$ cat src/rtl/seq_pkg.sv
package seq_pkg;
    localparam int LBA_W = 48;
    localparam int CNT_W = 16;
    localparam int ERR_BITS = 6;

    typedef enum logic [1:0] {
        OP_IDENTIFY = 2'b00,
        OP_ERASE    = 2'b01,
        OP_WRITE    = 2'b10,
        OP_READ     = 2'b11
    } op_t;

    typedef enum logic [3:0] {
        ST_INIT,
        ST_IDLE,
        ST_SEND,
        ST_ID_PIO,
        ST_ID_DATA,
        ST_ERASE_WAIT,
        ST_WR_WAIT,
        ST_RD_WAIT,
        ST_HALT
    } state_t;

    localparam logic [7:0] FIS_H2D       = 8'h27;
    localparam logic [7:0] FIS_D2H       = 8'h34;
    localparam logic [7:0] FIS_DMA_ACT   = 8'h39;
    localparam logic [7:0] FIS_PIO_SETUP = 8'h5F;
    localparam logic [7:0] FIS_DATA      = 8'h46;

    localparam int E_LINK    = 0;
    localparam int E_DATA    = 1;
    localparam int E_STATUS  = 2;
    localparam int E_DMA     = 3;
    localparam int E_PIO     = 4;
    localparam int E_TIMEOUT = 5;

    function automatic logic [7:0] ata_opcode(op_t op);
        logic [7:0] r;
        unique case (op)
            OP_IDENTIFY: r = 8'hEC;
            OP_ERASE:    r = 8'hF4;
            OP_WRITE:    r = 8'h35;
            OP_READ:     r = 8'h25;
        endcase
        return r;
    endfunction

    // error bit for a FIS type not allowed while running op
    function automatic logic [ERR_BITS-1:0] unexpected_mask(op_t op, logic [7:0] ftype);
        logic [ERR_BITS-1:0] m;
        m = '0;
        if (ftype == FIS_DATA) begin
            m[E_DATA] = 1'b1;
        end else begin
            unique case (op)
                OP_IDENTIFY: m[E_PIO]    = 1'b1;
                OP_WRITE:    m[E_DMA]    = 1'b1;
                OP_ERASE,
                OP_READ:     m[E_STATUS] = 1'b1;
            endcase
        end
        return m;
    endfunction
endpackage

$ cat src/rtl/seq_chunker.sv
module seq_chunker
    import seq_pkg::*;
#(
    parameter int CHUNK_LOG2 = CNT_W
) (
    input  logic             clk,
    input  logic             rst_n,
    input  logic             load,
    input  logic             advance,
    input  logic [LBA_W-1:0] addr_in,
    input  logic [LBA_W-1:0] len_in,
    output logic [LBA_W-1:0] cur_addr,
    output logic [CNT_W-1:0] chunk_cnt,
    output logic             last_chunk
);
    localparam logic [LBA_W-1:0] CHUNK = LBA_W'(1) << CHUNK_LOG2;

    logic [LBA_W-1:0] remaining;
    logic [LBA_W-1:0] chunk_len;

    always_comb begin
        chunk_len  = (remaining > CHUNK) ? CHUNK : remaining;
        last_chunk = (remaining <= CHUNK);
        chunk_cnt  = chunk_len[CNT_W-1:0];
    end

    always_ff @(posedge clk) begin
        if (!rst_n) begin
            cur_addr  <= '0;
            remaining <= '0;
        end else if (load) begin
            cur_addr  <= addr_in;
            remaining <= len_in;
        end else if (advance) begin
            cur_addr  <= cur_addr + chunk_len;
            remaining <= remaining - chunk_len;
        end
    end
endmodule

$ cat src/rtl/seq_fis_tx.sv
module seq_fis_tx
    import seq_pkg::*;
(
    input  logic             clk,
    input  logic             rst_n,
    input  logic             active,
    input  logic             tx_ready,
    input  op_t              op,
    input  logic [LBA_W-1:0] lba,
    input  logic [CNT_W-1:0] count,
    output logic             tx_valid,
    output logic [31:0]      tx_data,
    output logic             tx_last,
    output logic             done
);
    localparam int NDW = 5;
    localparam int BW  = $clog2(NDW);

    logic [BW-1:0]    beat;
    logic             fire;
    logic             is_dma;
    logic [LBA_W-1:0] lba_f;
    logic [CNT_W-1:0] cnt_f;

    assign tx_valid = active;
    assign fire     = tx_valid & tx_ready;
    assign tx_last  = (beat == BW'(NDW - 1));
    assign done     = fire & tx_last;

    always_ff @(posedge clk) begin
        if (!rst_n || !active) begin
            beat <= '0;
        end else if (fire) begin
            beat <= tx_last ? '0 : beat + 1'b1;
        end
    end

    always_comb begin
        is_dma = (op == OP_WRITE) || (op == OP_READ);
        lba_f  = is_dma ? lba : '0;
        cnt_f  = is_dma ? count : '0;
        unique case (beat)
            BW'(0):  tx_data = {8'h00, ata_opcode(op), 8'h80, FIS_H2D};
            BW'(1):  tx_data = {8'h40, lba_f[23:0]};
            BW'(2):  tx_data = {8'h00, lba_f[47:24]};
            BW'(3):  tx_data = {16'h0000, cnt_f};
            default: tx_data = 32'h0;
        endcase
    end
endmodule

$ cat src/rtl/seq_timer.sv
module seq_timer #(
    parameter int W = 32
) (
    input  logic         clk,
    input  logic         rst_n,
    input  logic         run,
    input  logic         restart,
    input  logic [W-1:0] limit,
    output logic         expired
);
    logic [W-1:0] cnt;

    always_ff @(posedge clk) begin
        if (!rst_n || !run || restart) begin
            cnt <= '0;
        end else if (cnt != {W{1'b1}}) begin
            cnt <= cnt + 1'b1;
        end
    end

    assign expired = run && !restart && (limit != '0) && (cnt >= limit);
endmodule

$ cat src/rtl/sata_cmd_seq.sv
module sata_cmd_seq
    import seq_pkg::*;
#(
    parameter int TMO_W = 32
) (
    input  logic             clk,
    input  logic             rst_n,
    input  logic             cmd_req,
    input  logic [1:0]       cmd_op,
    input  logic [LBA_W-1:0] cmd_addr,
    input  logic [LBA_W-1:0] cmd_len,
    output logic             busy,
    output logic [LBA_W-1:0] capacity,
    output logic             err_flag,
    output logic [31:0]      err_vec,
    input  logic [TMO_W-1:0] timeout_limit,
    input  logic [LBA_W-1:0] iden_capacity,
    output logic             tx_valid,
    input  logic             tx_ready,
    output logic [31:0]      tx_data,
    output logic             tx_last,
    input  logic             rx_fis_valid,
    input  logic [7:0]       rx_fis_type,
    input  logic             rx_fis_err,
    input  logic             rx_link_err,
    output logic             wr_data_go
);
    state_t              state, state_n;
    op_t                 op_q;
    logic [ERR_BITS-1:0] err_q, err_set;
    logic                accept, chunk_adv, cap_load, go_n;
    logic                tx_done, tmo_hit, tmo_run;
    logic [LBA_W-1:0]    cur_addr;
    logic [CNT_W-1:0]    chunk_cnt;
    logic                last_chunk;

    seq_chunker u_chunk (
        .clk       (clk),
        .rst_n     (rst_n),
        .load      (accept),
        .advance   (chunk_adv),
        .addr_in   (cmd_addr),
        .len_in    (cmd_len),
        .cur_addr  (cur_addr),
        .chunk_cnt (chunk_cnt),
        .last_chunk(last_chunk)
    );

    seq_fis_tx u_tx (
        .clk     (clk),
        .rst_n   (rst_n),
        .active  (state == ST_SEND),
        .tx_ready(tx_ready),
        .op      (op_q),
        .lba     (cur_addr),
        .count   (chunk_cnt),
        .tx_valid(tx_valid),
        .tx_data (tx_data),
        .tx_last (tx_last),
        .done    (tx_done)
    );

    assign tmo_run = (state == ST_ID_PIO) || (state == ST_ID_DATA) ||
                     (state == ST_WR_WAIT) || (state == ST_RD_WAIT);

    seq_timer #(.W(TMO_W)) u_tmo (
        .clk    (clk),
        .rst_n  (rst_n),
        .run    (tmo_run),
        .restart(rx_fis_valid),
        .limit  (timeout_limit),
        .expired(tmo_hit)
    );

    // state register
    always_ff @(posedge clk) begin
        if (!rst_n) state <= ST_INIT;
        else        state <= state_n;
    end

    // next state and per-cycle events
    always_comb begin
        state_n   = state;
        err_set   = '0;
        accept    = 1'b0;
        chunk_adv = 1'b0;
        cap_load  = 1'b0;
        go_n      = 1'b0;
        if (rx_link_err && state != ST_HALT) begin
            err_set[E_LINK] = 1'b1;
        end else begin
            unique case (state)
                ST_INIT: begin
                    if (rx_fis_valid && rx_fis_type == FIS_D2H) state_n = ST_IDLE;
                end
                ST_IDLE: begin
                    if (rx_fis_valid) begin
                        if (rx_fis_type == FIS_DATA) err_set[E_DATA]   = 1'b1;
                        else                         err_set[E_STATUS] = 1'b1;
                    end else if (cmd_req) begin
                        accept  = 1'b1;
                        state_n = ST_SEND;
                    end
                end
                ST_SEND: begin
                    if (rx_fis_valid) begin
                        err_set = unexpected_mask(op_q, rx_fis_type);
                    end else if (tx_done) begin
                        unique case (op_q)
                            OP_IDENTIFY: state_n = ST_ID_PIO;
                            OP_ERASE:    state_n = ST_ERASE_WAIT;
                            OP_WRITE:    state_n = ST_WR_WAIT;
                            OP_READ:     state_n = ST_RD_WAIT;
                        endcase
                    end
                end
                ST_ID_PIO: begin
                    if (rx_fis_valid) begin
                        if (rx_fis_type != FIS_PIO_SETUP) err_set = unexpected_mask(op_q, rx_fis_type);
                        else if (rx_fis_err)              err_set[E_STATUS] = 1'b1;
                        else                              state_n = ST_ID_DATA;
                    end else if (tmo_hit) begin
                        err_set[E_TIMEOUT] = 1'b1;
                    end
                end
                ST_ID_DATA: begin
                    if (rx_fis_valid) begin
                        if (rx_fis_type == FIS_DATA) begin
                            cap_load = 1'b1;
                            state_n  = ST_IDLE;
                        end else begin
                            err_set = unexpected_mask(op_q, rx_fis_type);
                        end
                    end else if (tmo_hit) begin
                        err_set[E_TIMEOUT] = 1'b1;
                    end
                end
                ST_ERASE_WAIT: begin
                    if (rx_fis_valid) begin
                        if (rx_fis_type != FIS_D2H) err_set = unexpected_mask(op_q, rx_fis_type);
                        else if (rx_fis_err)        err_set[E_STATUS] = 1'b1;
                        else                        state_n = ST_IDLE;
                    end
                end
                ST_WR_WAIT, ST_RD_WAIT: begin
                    if (rx_fis_valid) begin
                        if (state == ST_WR_WAIT && rx_fis_type == FIS_DMA_ACT) begin
                            go_n = 1'b1;
                        end else if (state == ST_RD_WAIT && rx_fis_type == FIS_DATA) begin
                            state_n = state;
                        end else if (rx_fis_type != FIS_D2H) begin
                            err_set = unexpected_mask(op_q, rx_fis_type);
                        end else if (rx_fis_err) begin
                            err_set[E_STATUS] = 1'b1;
                        end else if (last_chunk) begin
                            state_n = ST_IDLE;
                        end else begin
                            chunk_adv = 1'b1;
                            state_n   = ST_SEND;
                        end
                    end else if (tmo_hit) begin
                        err_set[E_TIMEOUT] = 1'b1;
                    end
                end
                default: state_n = ST_HALT;
            endcase
        end
        if (err_set != '0) state_n = ST_HALT;
    end

    // registered outputs
    always_ff @(posedge clk) begin
        if (!rst_n) begin
            op_q       <= OP_IDENTIFY;
            err_q      <= '0;
            capacity   <= '0;
            wr_data_go <= 1'b0;
        end else begin
            if (accept)   op_q     <= op_t'(cmd_op);
            if (cap_load) capacity <= iden_capacity;
            err_q      <= err_q | err_set;
            wr_data_go <= go_n;
        end
    end

    assign busy     = (state != ST_IDLE);
    assign err_vec  = {{(32 - ERR_BITS){1'b0}}, err_q};
    assign err_flag = |err_q;
endmodule

$ cat config.mk
export PLATFORM = sky130hd
export DESIGN_NAME = sata_cmd_seq
export DESIGN_NICKNAME = d
export VERILOG_FILES = /design/src/rtl/seq_pkg.sv /design/src/rtl/seq_chunker.sv /design/src/rtl/seq_fis_tx.sv /design/src/rtl/seq_timer.sv /design/src/rtl/sata_cmd_seq.sv
export SDC_FILE = /design/constraint.sdc
export NUM_CORES = 1
export LEC_CHECK = 0
export BUFFER_PORTS_ARGS = -buffer_cell sky130_fd_sc_hd__buf_2
export CAP_MARGIN = 20
export CORE_ASPECT_RATIO = 2
export CORE_MARGIN = 3
export CORE_UTILIZATION = 42
export CTS_BUF_LIST = sky130_fd_sc_hd__clkbuf_8
export DETAILED_ROUTE_END_ITERATION = 7
export PLACE_DENSITY = 0.65
export SKIP_CTS_REPAIR_TIMING = 1
export SYNTH_ARGS = -nofsm -noshare
export SYNTH_HDL_FRONTEND = slang
export SYNTH_SLANG_ARGS = --single-unit
$ cat constraint.sdc
create_clock -name clk -period 4.35 [get_ports clk]
set_input_delay 0.6525 -clock clk [delete_from_list [all_inputs] [get_ports clk]]
set_output_delay 0.6525 -clock clk [all_outputs]
set_load 0.03 [all_outputs]
Yosys cells after proc, flatten, opt, wreduce, memory -nomap -nowiden

Index checks and enable logic that the tools add are counted.
Widths: inputs -> output; s select.

Output and inout port bits: 117
Flip-flop bits (word level): 192
Bits of input ports: 193
Logic and storage cells: 194

Reductions and logical operators: 31
Order comparisons: 3
Mux-type cells: 80
Add/sub/neg operators: 4
Bitwise operators: 7
Eq/ne operators: 59

Operators with widths:

| operator              | count |
|---|---|
| $mux 48               | 6 |
| $pmux 31 s4           | 1 |
| $mux 4                | 20 |
| $add 48x48->48        | 1 |
| $gt 48x17->1 const B  | 1 |
| $le 48x17->1 const B  | 1 |
| $sub 48x48->48        | 1 |
| $mux 5                | 9 |
| $ne 3x3->1 const B    | 13 |
| $reduce_and 19->1     | 2 |
| $ne 2x2->1 const B    | 17 |
| $add 32x1->32 const B | 1 |
| $ge 32x32->1          | 1 |
| $ne 32x32->1 const B  | 1 |
| $pmux 8 s4            | 1 |
| $reduce_bool 32->1    | 1 |
| $mux 1                | 29 |
| $pmux 4 s7            | 1 |
| $eq 4x3->1 const B    | 4 |
| $eq 8x6->1 const B    | 2 |
| $mux 16               | 1 |
| $pmux 4 s4            | 1 |
| $pmux 3 s5            | 1 |
| $mux 2                | 6 |
| other kinds (33)      | 62 |

Logic depth before layout (Yosys ltp)

Gate-level depths: netlist (run 1).

Word-level depth: 14
Gate-level depth with buffers: 18
Mapped depth without buffers: 16

Modules after synthesis

A second synthesis (run 1) with hierarchy kept.

Cell total of the unflattened synthesis: 1821
Area, all modules: 13988.4 um^2

By module, submodules not included:

| module       | instances | cells an instance | seq. area each (um^2) | area an instance (um^2) |
|---|---|---|---|---|
| seq_chunker  | 1         | 1020              | 1921.8                | 7572.3 |
| sata_cmd_seq | 1         | 372               | 1221.2                | 3030.4 |
| seq_timer    | 1         | 316               | 640.6                 | 2557.5 |
| seq_fis_tx   | 1         | 113               | 60.1                  | 828.3 |

Worst setup path after synthesis (run 1)

OpenSTA, ideal clock, no wires.

Kind: register to register
Start: register u_chunk.remaining[6]
End: register u_chunk.cur_addr[41]
Cell stages (with the launch flop): 18
Data required time: 4.280 ns
Setup slack: -0.223 ns
Buffers on the path: 3
Setup time: 0.070 ns
Arrival time: 4.504 ns
Clock period less this slack: 4.573 ns
Path through: dfxtp_1 -> or4_1 -> or4_4 -> o41ai_1 -> buf_2 -> clkbuf_1 -> and3_1 -> ha_1 -> clkbuf_1 -> a21oi_1 -> o211ai_1 -> a41oi_1 -> a311oi_1 -> or3_1 -> a21oi_1 -> nor3_1 -> mux2_2 -> a21oi_1

Longest elaborated chain between the ends: 10
Elaborated cells on any way between the ends: 15
Those cells by class: add/sub: 1; order compare: 2; mux: 11; reduce/logical: 1

RTL lines:

| item                                                                  | line              | source |
|---|---|---|
| start: declaration                                                    | seq_chunker.sv:18 | `logic [LBA_W-1:0] remaining;` |
| start signal: assignment                                              | seq_chunker.sv:33 | `remaining <= len_in;` |
| start signal: assignment                                              | seq_chunker.sv:36 | `remaining <= remaining - chunk_len;` |
| parallel branches: the longest is 10 deep, another holds $gt 48x17->1 | n/a               |  |
| end signal: assignment                                                | seq_chunker.sv:32 | `cur_addr <= addr_in;` |
| end signal: assignment                                                | seq_chunker.sv:35 | `cur_addr <= cur_addr + chunk_len;` |
| end: declaration                                                      | seq_chunker.sv:12 | `output logic [LBA_W-1:0] cur_addr,` |

Several ways; the timed one is not identified. The select of a mux whose other input is x is not followed.
A chain may end at the register's enable or synchronous reset.

Final worst setup path (run 1)

Start: register u_chunk.remaining[6]
End: output port tx_data[2]

Longest elaborated chain between the ends: 4

RTL lines:

| item             | line               | source |
|---|---|---|
| $gt 48x17->1     | seq_chunker.sv:22  | `chunk_len = (remaining > CHUNK) ? CHUNK : remaining;` |
| $mux 48          | seq_chunker.sv:22  |  |
| $mux 16          | seq_fis_tx.sv:41   | `cnt_f = is_dma ? count : '0;` |
| $pmux 31 s4      | seq_fis_tx.sv:42   | `unique case (beat)` |
| end: declaration | sata_cmd_seq.sv:20 | `output logic [31:0] tx_data,` |

Every way passes these cells.

==> run_results.csv, run 1 <==
group,metric,value,unit
run_status,run_status,"completed",
die,fp.coreArea,30900,µm²
synth,yosys_warnings,0,
setup_path,timing_worst_setup_path_type,"reg -> out",
detailed_routing,ant_nets,0,
setup_path,critical_path.most_common_cell,"buf_4",
die,initial_utilization,42.8,%
timing,finalCritPeriodShare,98.1,%
global_route,grt_first_pass_wirelength,75400,µm
clocking,cts_inserted_buffers,17,
timing,final_count_of_hold_timing_violations,0,
detailed_routing,detail_route.vias_per_cell,5.70,
timing,finish_stage_setup_viols,0,
synth,postSynthCellCount,1769,
detailed_routing,drt_wl_total,49500,µm
synth,netlist_top_cells_count,"nand2_1, a21oi_1, dfxtp_1, nor2_1, o21ai_0",
run,maxCapViolCount,0,
placement,post-dp-hpwl,38900,µm
placement,postPlaceCellArea,15600,µm²
die,design.die.area,33700,µm²
power_and_ir_drop,switch_pwr,1.05,mW
clocking,clk-insertion-delay-late,0.52,ns
synth,synthesis_stage_register_bit_count,192,
placement,io_buffer_count,276,
setup_path,worstSetupEndpointType,"primary output",
setup_path,critical_path.max_fanout,15,
clocking,clkTransAtPathRegs,0.11,ns
power_and_ir_drop,share_seq_of_total_power,49.5,%
detailed_routing,dr_total_vias,14492,
final_layout,nets,2393,
global_route,grt_overflow,0,
die,die_width,131,µm
power_and_ir_drop,leakagePower,7.24,nW
clocking,root_buffer,"clkbuf_8",
timing,final_period_minus_worst_setup_slack,4.27,ns
clocking,cts_buffer_depth,2,
final_layout,final_util,52.7,%
final_layout,sequential_cell_area,3840,µm²
global_route,grt_usage,28.2,%
power_and_ir_drop,power.total,3.61,mW
timing,worst-slew-pin-transition,1.09,ns
final_layout,layout.filler_cells,3084,
power_and_ir_drop,peakVddDrop,0.186,mV
final_layout,fraction_of_final_layout_cells_sized_beyond_drive_strength_1,23.2,%
setup_path,timing.critical_path.slowest_cell_delay,0.52,ns
global_route,grt_start_max_net_pins,80,
final_layout,fin_area,16300,µm²
die,fp-row-count,91,
die,ioPinCount,310,
detailed_routing,wl_per_cell,19.5,µm
synth,yosys-top-cells-area,"dfxtp_1, ha_1, a21oi_1",
timing,setup_repair_after_global_routing_missed_its_margin,"yes",
final_layout,multiInputGateArea,8930,µm²
setup_path,critPathSlowestCell,"or4_1",
synth,netlist.top_cell.by_area,"dfxtp_1",
setup_path,kind_of_cell_adding_the_most_delay_to_the_critical_path,"simple AND/OR/NAND/NOR gates",
detailed_routing,post-route-drc-count,0,
synth,synth-seq-area-share,29.1,%
setup_path,crit_path_start_kind,"flop",
synth,synth.lib_cells_used.distinct,82,
power_and_ir_drop,logic_gate_share_of_total_power,14.5,%
detailed_routing,drt_first_pass_iters,8,
detailed_routing,drtIter0Drc,1167,
clocking,depth_of_the_cts_h_tree,4,
global_route,first_global_vias,14253,
synth,synthesis.area_per_instance,7.46,µm²
synth,yosysTopAreaCellShare,29.1,%
synth,synth_most_common_cell,"nand2_1",
timing,worst_slew_margin_rel,26.9,%
timing,fin_hold_ws,0.366,ns
power_and_ir_drop,power_switching_share,29.2,%
setup_path,timing.critical_path.buf_inv,3,
power_and_ir_drop,clockPowerShare,36.0,%
setup_path,worstPathArrival,3.61,ns
global_route,initial_antenna_violation_count,5,
clocking,tritoncts,"built",
synth,ys.flop_type,"dfxtp_1",
setup_path,worstPathRequired,3.70,ns
setup_path,timing.critical_path.cells,"or4_1, or4_4, o41ai_2, buf_4, buf_4, and3_1, a22oi_1, o21ai_0, buf_2",
timing,clock.fmax,0.234,GHz
timing,fin_worst_skew,0.0135,ns
final_layout,syn2layout_area_growth,23.2,%
die,die_height,257,µm
synth,synth_edf_count,0,
clocking,numClockSinks,192,
synth,syn-cell-area,13200,µm²
hold_path,hold_class,"in -> reg",
synth,async_flop_share,0,%
placement,gp_congestion,0.964,
timing,slew_viol_final,0,
power_and_ir_drop,power_density,222,nW/µm²
power_and_ir_drop,internal_power,2.55,mW
## kinds of logic after synthesis
group | share of synthesized area (%)
fa+ha+maj | 8.78
compound gates | 25.4
simple gates | 23.9
mux | 0.721
buf+inv | 6.65
flops | 29.1
other cells | 0.0569
xor+xnor | 5.31
## layout make-up
type	count	share of cell area, %
diodes	4	0.0616
multi-input cells	1444	55.0
well taps	418	3.22
flip-flops and latches	192	23.7
repair buffers	389	14.0
clock inverters	15	1.12
inverters	64	1.49
clock buffers	17	1.44
## per-layer routing
metal  up-vias  GRT usage, %  share of wire (%)
li1       6963             -                  -
met1      6740          27.1                 34
met2       586          52.4                 52
met3       201          4.57                5.2
met4         2          22.9                8.7
met5         -             0              0.026
## sequential cells by signal, indices dropped and copies added, names as in the netlist
name and flops:
u_chunk.cur_addr 48, state 4, err_q 6, u_tmo.cnt 32, u_tx.beat 3, op_q 2
u_chunk.remaining 48, capacity 48, wr_data_go 1
## placed cells by master (no fill, tap or decap), types with 6 or more instances in the layout
cell / count
buf_2: 276
nand2_1: 247
dfxtp_1: 192
a21oi_1: 188
nor2_1: 144
buf_4: 108
o21ai_0: 99
ha_1: 88
inv_1: 65
conb_1: 64
xnor2_1: 48
a21o_1: 45
nand3_1: 37
nor3_1: 36
xor2_1: 32
and3_1: 29
nor4_1: 25
a31oi_1: 24
a211oi_1: 24
or3_1: 23
nand4_1: 23
nand2b_1: 18
a311oi_1: 17
clkbuf_8: 17
o21ai_1: 16
nor2b_1: 14
a22oi_1: 14
o21a_1: 12
a222oi_1: 12
or2_2: 10
and2_1: 9
o221ai_1: 8
o22ai_1: 7
a21oi_2: 7
o211ai_1: 6
## power by group through the flow
stage	clock [mW]	combinational, mW	sequential (mW)
2_1_floorplan	0	0.312	1.82
3_3_place_gp	0	0.495	1.83
3_5_place_dp	0	0.500	1.83
4_1_cts	1.33	0.503	1.78
5_1_grt	1.40	0.566	1.79
6_report	1.30	0.523	1.79
## worst reg2reg max path: cells and delay by family (launching register included)
kind | cells | cell delay [ns]
simple gates | 5 | 1.74
compound gates | 7 | 1.30
flops | 1 | 0.32
buf+inv | 3 | 0.50
fa+ha+maj | 1 | 0.25
## through the flow
step	cells	TNS, ns	worst slack, ns
after CTS	2536	-0.548	-0.123
after global routing	2542	-0.0272	-0.0182
after detailed placement	2504	-0.334	-0.105
after global placement	2504	-0.225	-0.0837
final	2543	0	0.0828
after floorplan	1831	0	0.0127
## final timing paths
kind                                                          end                         startpoint  slack [ns]  cells after the start
worst max-delay path                                   tx_data[2]  u_chunk.remaining[6]$_SDFFE_PN0P_        0.08                      9
worst min register to register           capacity[0]$_SDFFE_PN0P_           capacity[0]$_SDFFE_PN0P_        0.45                      2
worst max register to register  u_chunk.cur_addr[45]$_SDFFE_PN0P_  u_chunk.remaining[6]$_SDFFE_PN0P_        0.15                     16
worst min-delay path                    capacity[44]$_SDFFE_PN0P_                  iden_capacity[44]        0.37                      3
(Power assumes the default switching activity.)
==> inputs of run 2 (changes only) <==
PLACE_DENSITY = 0.63   (was 0.65)
clock period = 4.7 ns   (was 4.35 ns; I/O delays follow)
==> run 2 against run 1 <==
  * Combinational power shrank 11%
  * Clock skew is 0.0060 ns higher
  * Die area stayed put
  * Cell area fell by 2.5%
  * Register-to-register slack gained 0.02 ns
  * First-iteration DRC count is 18% lower
  * Critical path depth increased by 8
  * Sequential share of layout area is 0.61 points higher
  * Sequential power shrank 8%
  * Critical path type is now reg -> reg
  * Highest routed layer unchanged
==> run_results.csv, run 2 (synthesis gave the netlist of run 1 again) <==
group,metric,value,unit
setup_path,critical_path.max_fanout,17,
final_layout,top_regs,"capacity: 48 flops, u_chunk.cur_addr: 48 flops, u_chunk.remaining: 48 flops",
setup_path,worstPathRequired,5.08,ns
die,fp.coreArea,30900,µm²
final_layout,layout.cells.most_common,"buf_2",
run,maxCapViolCount,0,
global_route,grt_start_max_net_pins,75,
timing,totalNegativeSetupSlack,0,ns
power_and_ir_drop,share_seq_of_total_power,51.3,%
die,ioPinCount,310,
clocking,clk-insertion-delay-late,0.51,ns
timing,clock.fmax,0.221,GHz
detailed_routing,ant_nets,0,
global_route,first_global_vias,14057,
power_and_ir_drop,clockPowerShare,34.2,%
setup_path,ff2ff_path_depth,17,
setup_path,worstReg2RegStart,"u_chunk.remaining[36]$_SDFFE_PN0P_",
detailed_routing,post-route-drc-count,0,
setup_path,startpoint,"u_chunk.remaining[36]$_SDFFE_PN0P_",
die,fp-row-count,91,
timing,finish_stage_setup_viols,0,
final_layout,sequential_cell_area,3840,µm²
power_and_ir_drop,leakagePower,7.03,nW
setup_path,reg2reg_setup_slack,0.17,ns
detailed_routing,wl_per_cell,19.6,µm
timing,final_period_minus_worst_setup_slack,4.53,ns
clocking,cts_inserted_buffers,17,
global_route,grt_usage,28.2,%
final_layout,fraction_of_final_layout_cells_sized_beyond_drive_strength_1,20.8,%
setup_path,r2r-end,"u_chunk.cur_addr[24]$_SDFFE_PN0P_",
setup_path,crit_path_start_kind,"flop",
detailed_routing,drt_wl_total,49200,µm
final_layout,nets,2357,
global_route,initial_antenna_violation_count,6,
clocking,root_buffer,"clkbuf_8",
placement,post-dp-hpwl,38700,µm
placement,io_buffer_count,276,
final_layout,syn2layout_area_growth,20.1,%
setup_path,endpoint,"u_chunk.cur_addr[24]$_SDFFE_PN0P_",
detailed_routing,drtIter0Drc,959,
timing,worst-slew-pin-transition,0.939,ns
placement,gp_congestion,0.959,
run_status,run_status,"completed",
setup_path,worstSetupEndpointType,"flop",
timing,fin_hold_ws,0.418,ns
die,design.die.area,33700,µm²
hold_path,hold_class,"in -> reg",
clocking,numClockSinks,192,
final_layout,most-common-layout-cells,"buf_2, nand2_1, a21oi_1",
placement,placed_cells_incl_taps,2467,
clocking,clkTransAtPathRegs,0.12,ns
detailed_routing,detail_route.vias_per_cell,5.64,
final_layout,multiInputGateArea,8820,µm²
setup_path,worstPathArrival,4.91,ns
global_route,grt_overflow,0,
detailed_routing,dr_total_vias,14151,
detailed_routing,drt_first_pass_iters,8,
timing,final_count_of_hold_timing_violations,0,
die,die_height,257,µm
power_and_ir_drop,switch_pwr,1.01,mW
power_and_ir_drop,peakVddDrop,0.163,mV
power_and_ir_drop,internal_power,2.21,mW
final_layout,post_layout_nonfiller_instances,2508,
power_and_ir_drop,logic_gate_share_of_total_power,14.5,%
power_and_ir_drop,power_switching_share,31.2,%
global_route,grt_first_pass_wirelength,75300,µm
power_and_ir_drop,power.total,3.22,mW
timing,fin_worst_skew,0.0195,ns
die,initial_utilization,42.8,%
timing,slew_viol_final,0,
clocking,depth_of_the_cts_h_tree,4,
final_layout,layout.filler_cells,3171,
timing,worst_slew_margin_rel,37.4,%
timing,finalCritPeriodShare,96.3,%
die,die_width,131,µm
clocking,tritoncts,"built",
setup_path,timing_worst_setup_path_type,"reg -> reg",
power_and_ir_drop,power_density,203,nW/µm²
clocking,cts_buffer_depth,2,
[run 2: worst min-delay path by stage]
stage | cells past startpoint | from | slack (ns) | endpoint
3_5_place_dp | 2 | capacity[10]$_SDFFE_PN0P_ | 0.44 | capacity[10]$_SDFFE_PN0P_
3_3_place_gp | 2 | capacity[15]$_SDFFE_PN0P_ | 0.44 | capacity[15]$_SDFFE_PN0P_
2_1_floorplan | 2 | u_chunk.remaining[19]$_SDFFE_PN0P_ | 0.45 | u_chunk.remaining[19]$_SDFFE_PN0P_
6_report | 3 | iden_capacity[29] | 0.42 | capacity[29]$_SDFFE_PN0P_
4_1_cts | 3 | iden_capacity[28] | 0.37 | capacity[28]$_SDFFE_PN0P_
5_1_grt | 3 | iden_capacity[39] | 0.39 | capacity[39]$_SDFFE_PN0P_
[run 2: worst max-delay path, cell delays in order (launching register included)]
cell      delay, ns
dfxtp_1        0.34
or4_1          0.58
nand3b_1       0.30
nor4_4         0.28
buf_12         0.18
buf_4          0.17
and3_1         0.22
ha_2           0.33
a21oi_2        0.14
o21ai_0        0.11
a31oi_1        0.26
a21o_1         0.28
buf_4          0.15
or3b_2         0.49
a311oi_1       0.31
a41oi_1        0.09
nor2_1         0.12
a211oi_1       0.06
[run 2: layout make-up]
| class | instances | area share [%] |
|---|---|---|
| Antenna cell | 5 | 0.0790 |
| Multi-Input combinational cell | 1444 | 55.7 |
| Clock inverter | 15 | 0.932 |
| Sequential cell | 192 | 24.3 |
| Timing Repair Buffer | 353 | 12.7 |
| Inverter | 64 | 1.53 |
| Tap cell | 418 | 3.30 |
| Clock buffer | 17 | 1.48 |
[run 2: power by group through the flow]
stage	Clock [mW]	Sequential (mW)	Combinational (mW)
6_report	1.10	1.65	0.467
5_1_grt	1.20	1.65	0.509
4_1_cts	1.14	1.65	0.456
3_5_place_dp	0	1.69	0.454
3_3_place_gp	0	1.69	0.450
2_1_floorplan	0	1.68	0.285
[run 2: metal layers]
layer / global-route usage [%] / up-vias / share of wire, %
li1: - / 6882 / -
met1: 27.2 / 6615 / 34
met2: 55.0 / 496 / 54
met3: 4.14 / 156 / 4.7
met4: 17.7 / 2 / 7.1
met5: 0 / - / 0.018
[run 2: stage by stage]
step	utilization, %	instance area (µm²)	setup WS (ns)
2_1_floorplan	-	13400	0.127
3_3_place_gp	49.7	15300	0.0583
3_5_place_dp	49.7	15300	0.0106
4_1_cts	50.9	15700	-0.0269
5_1_grt	51.3	15800	-0.0397
6_report	51.3	15800	0.174
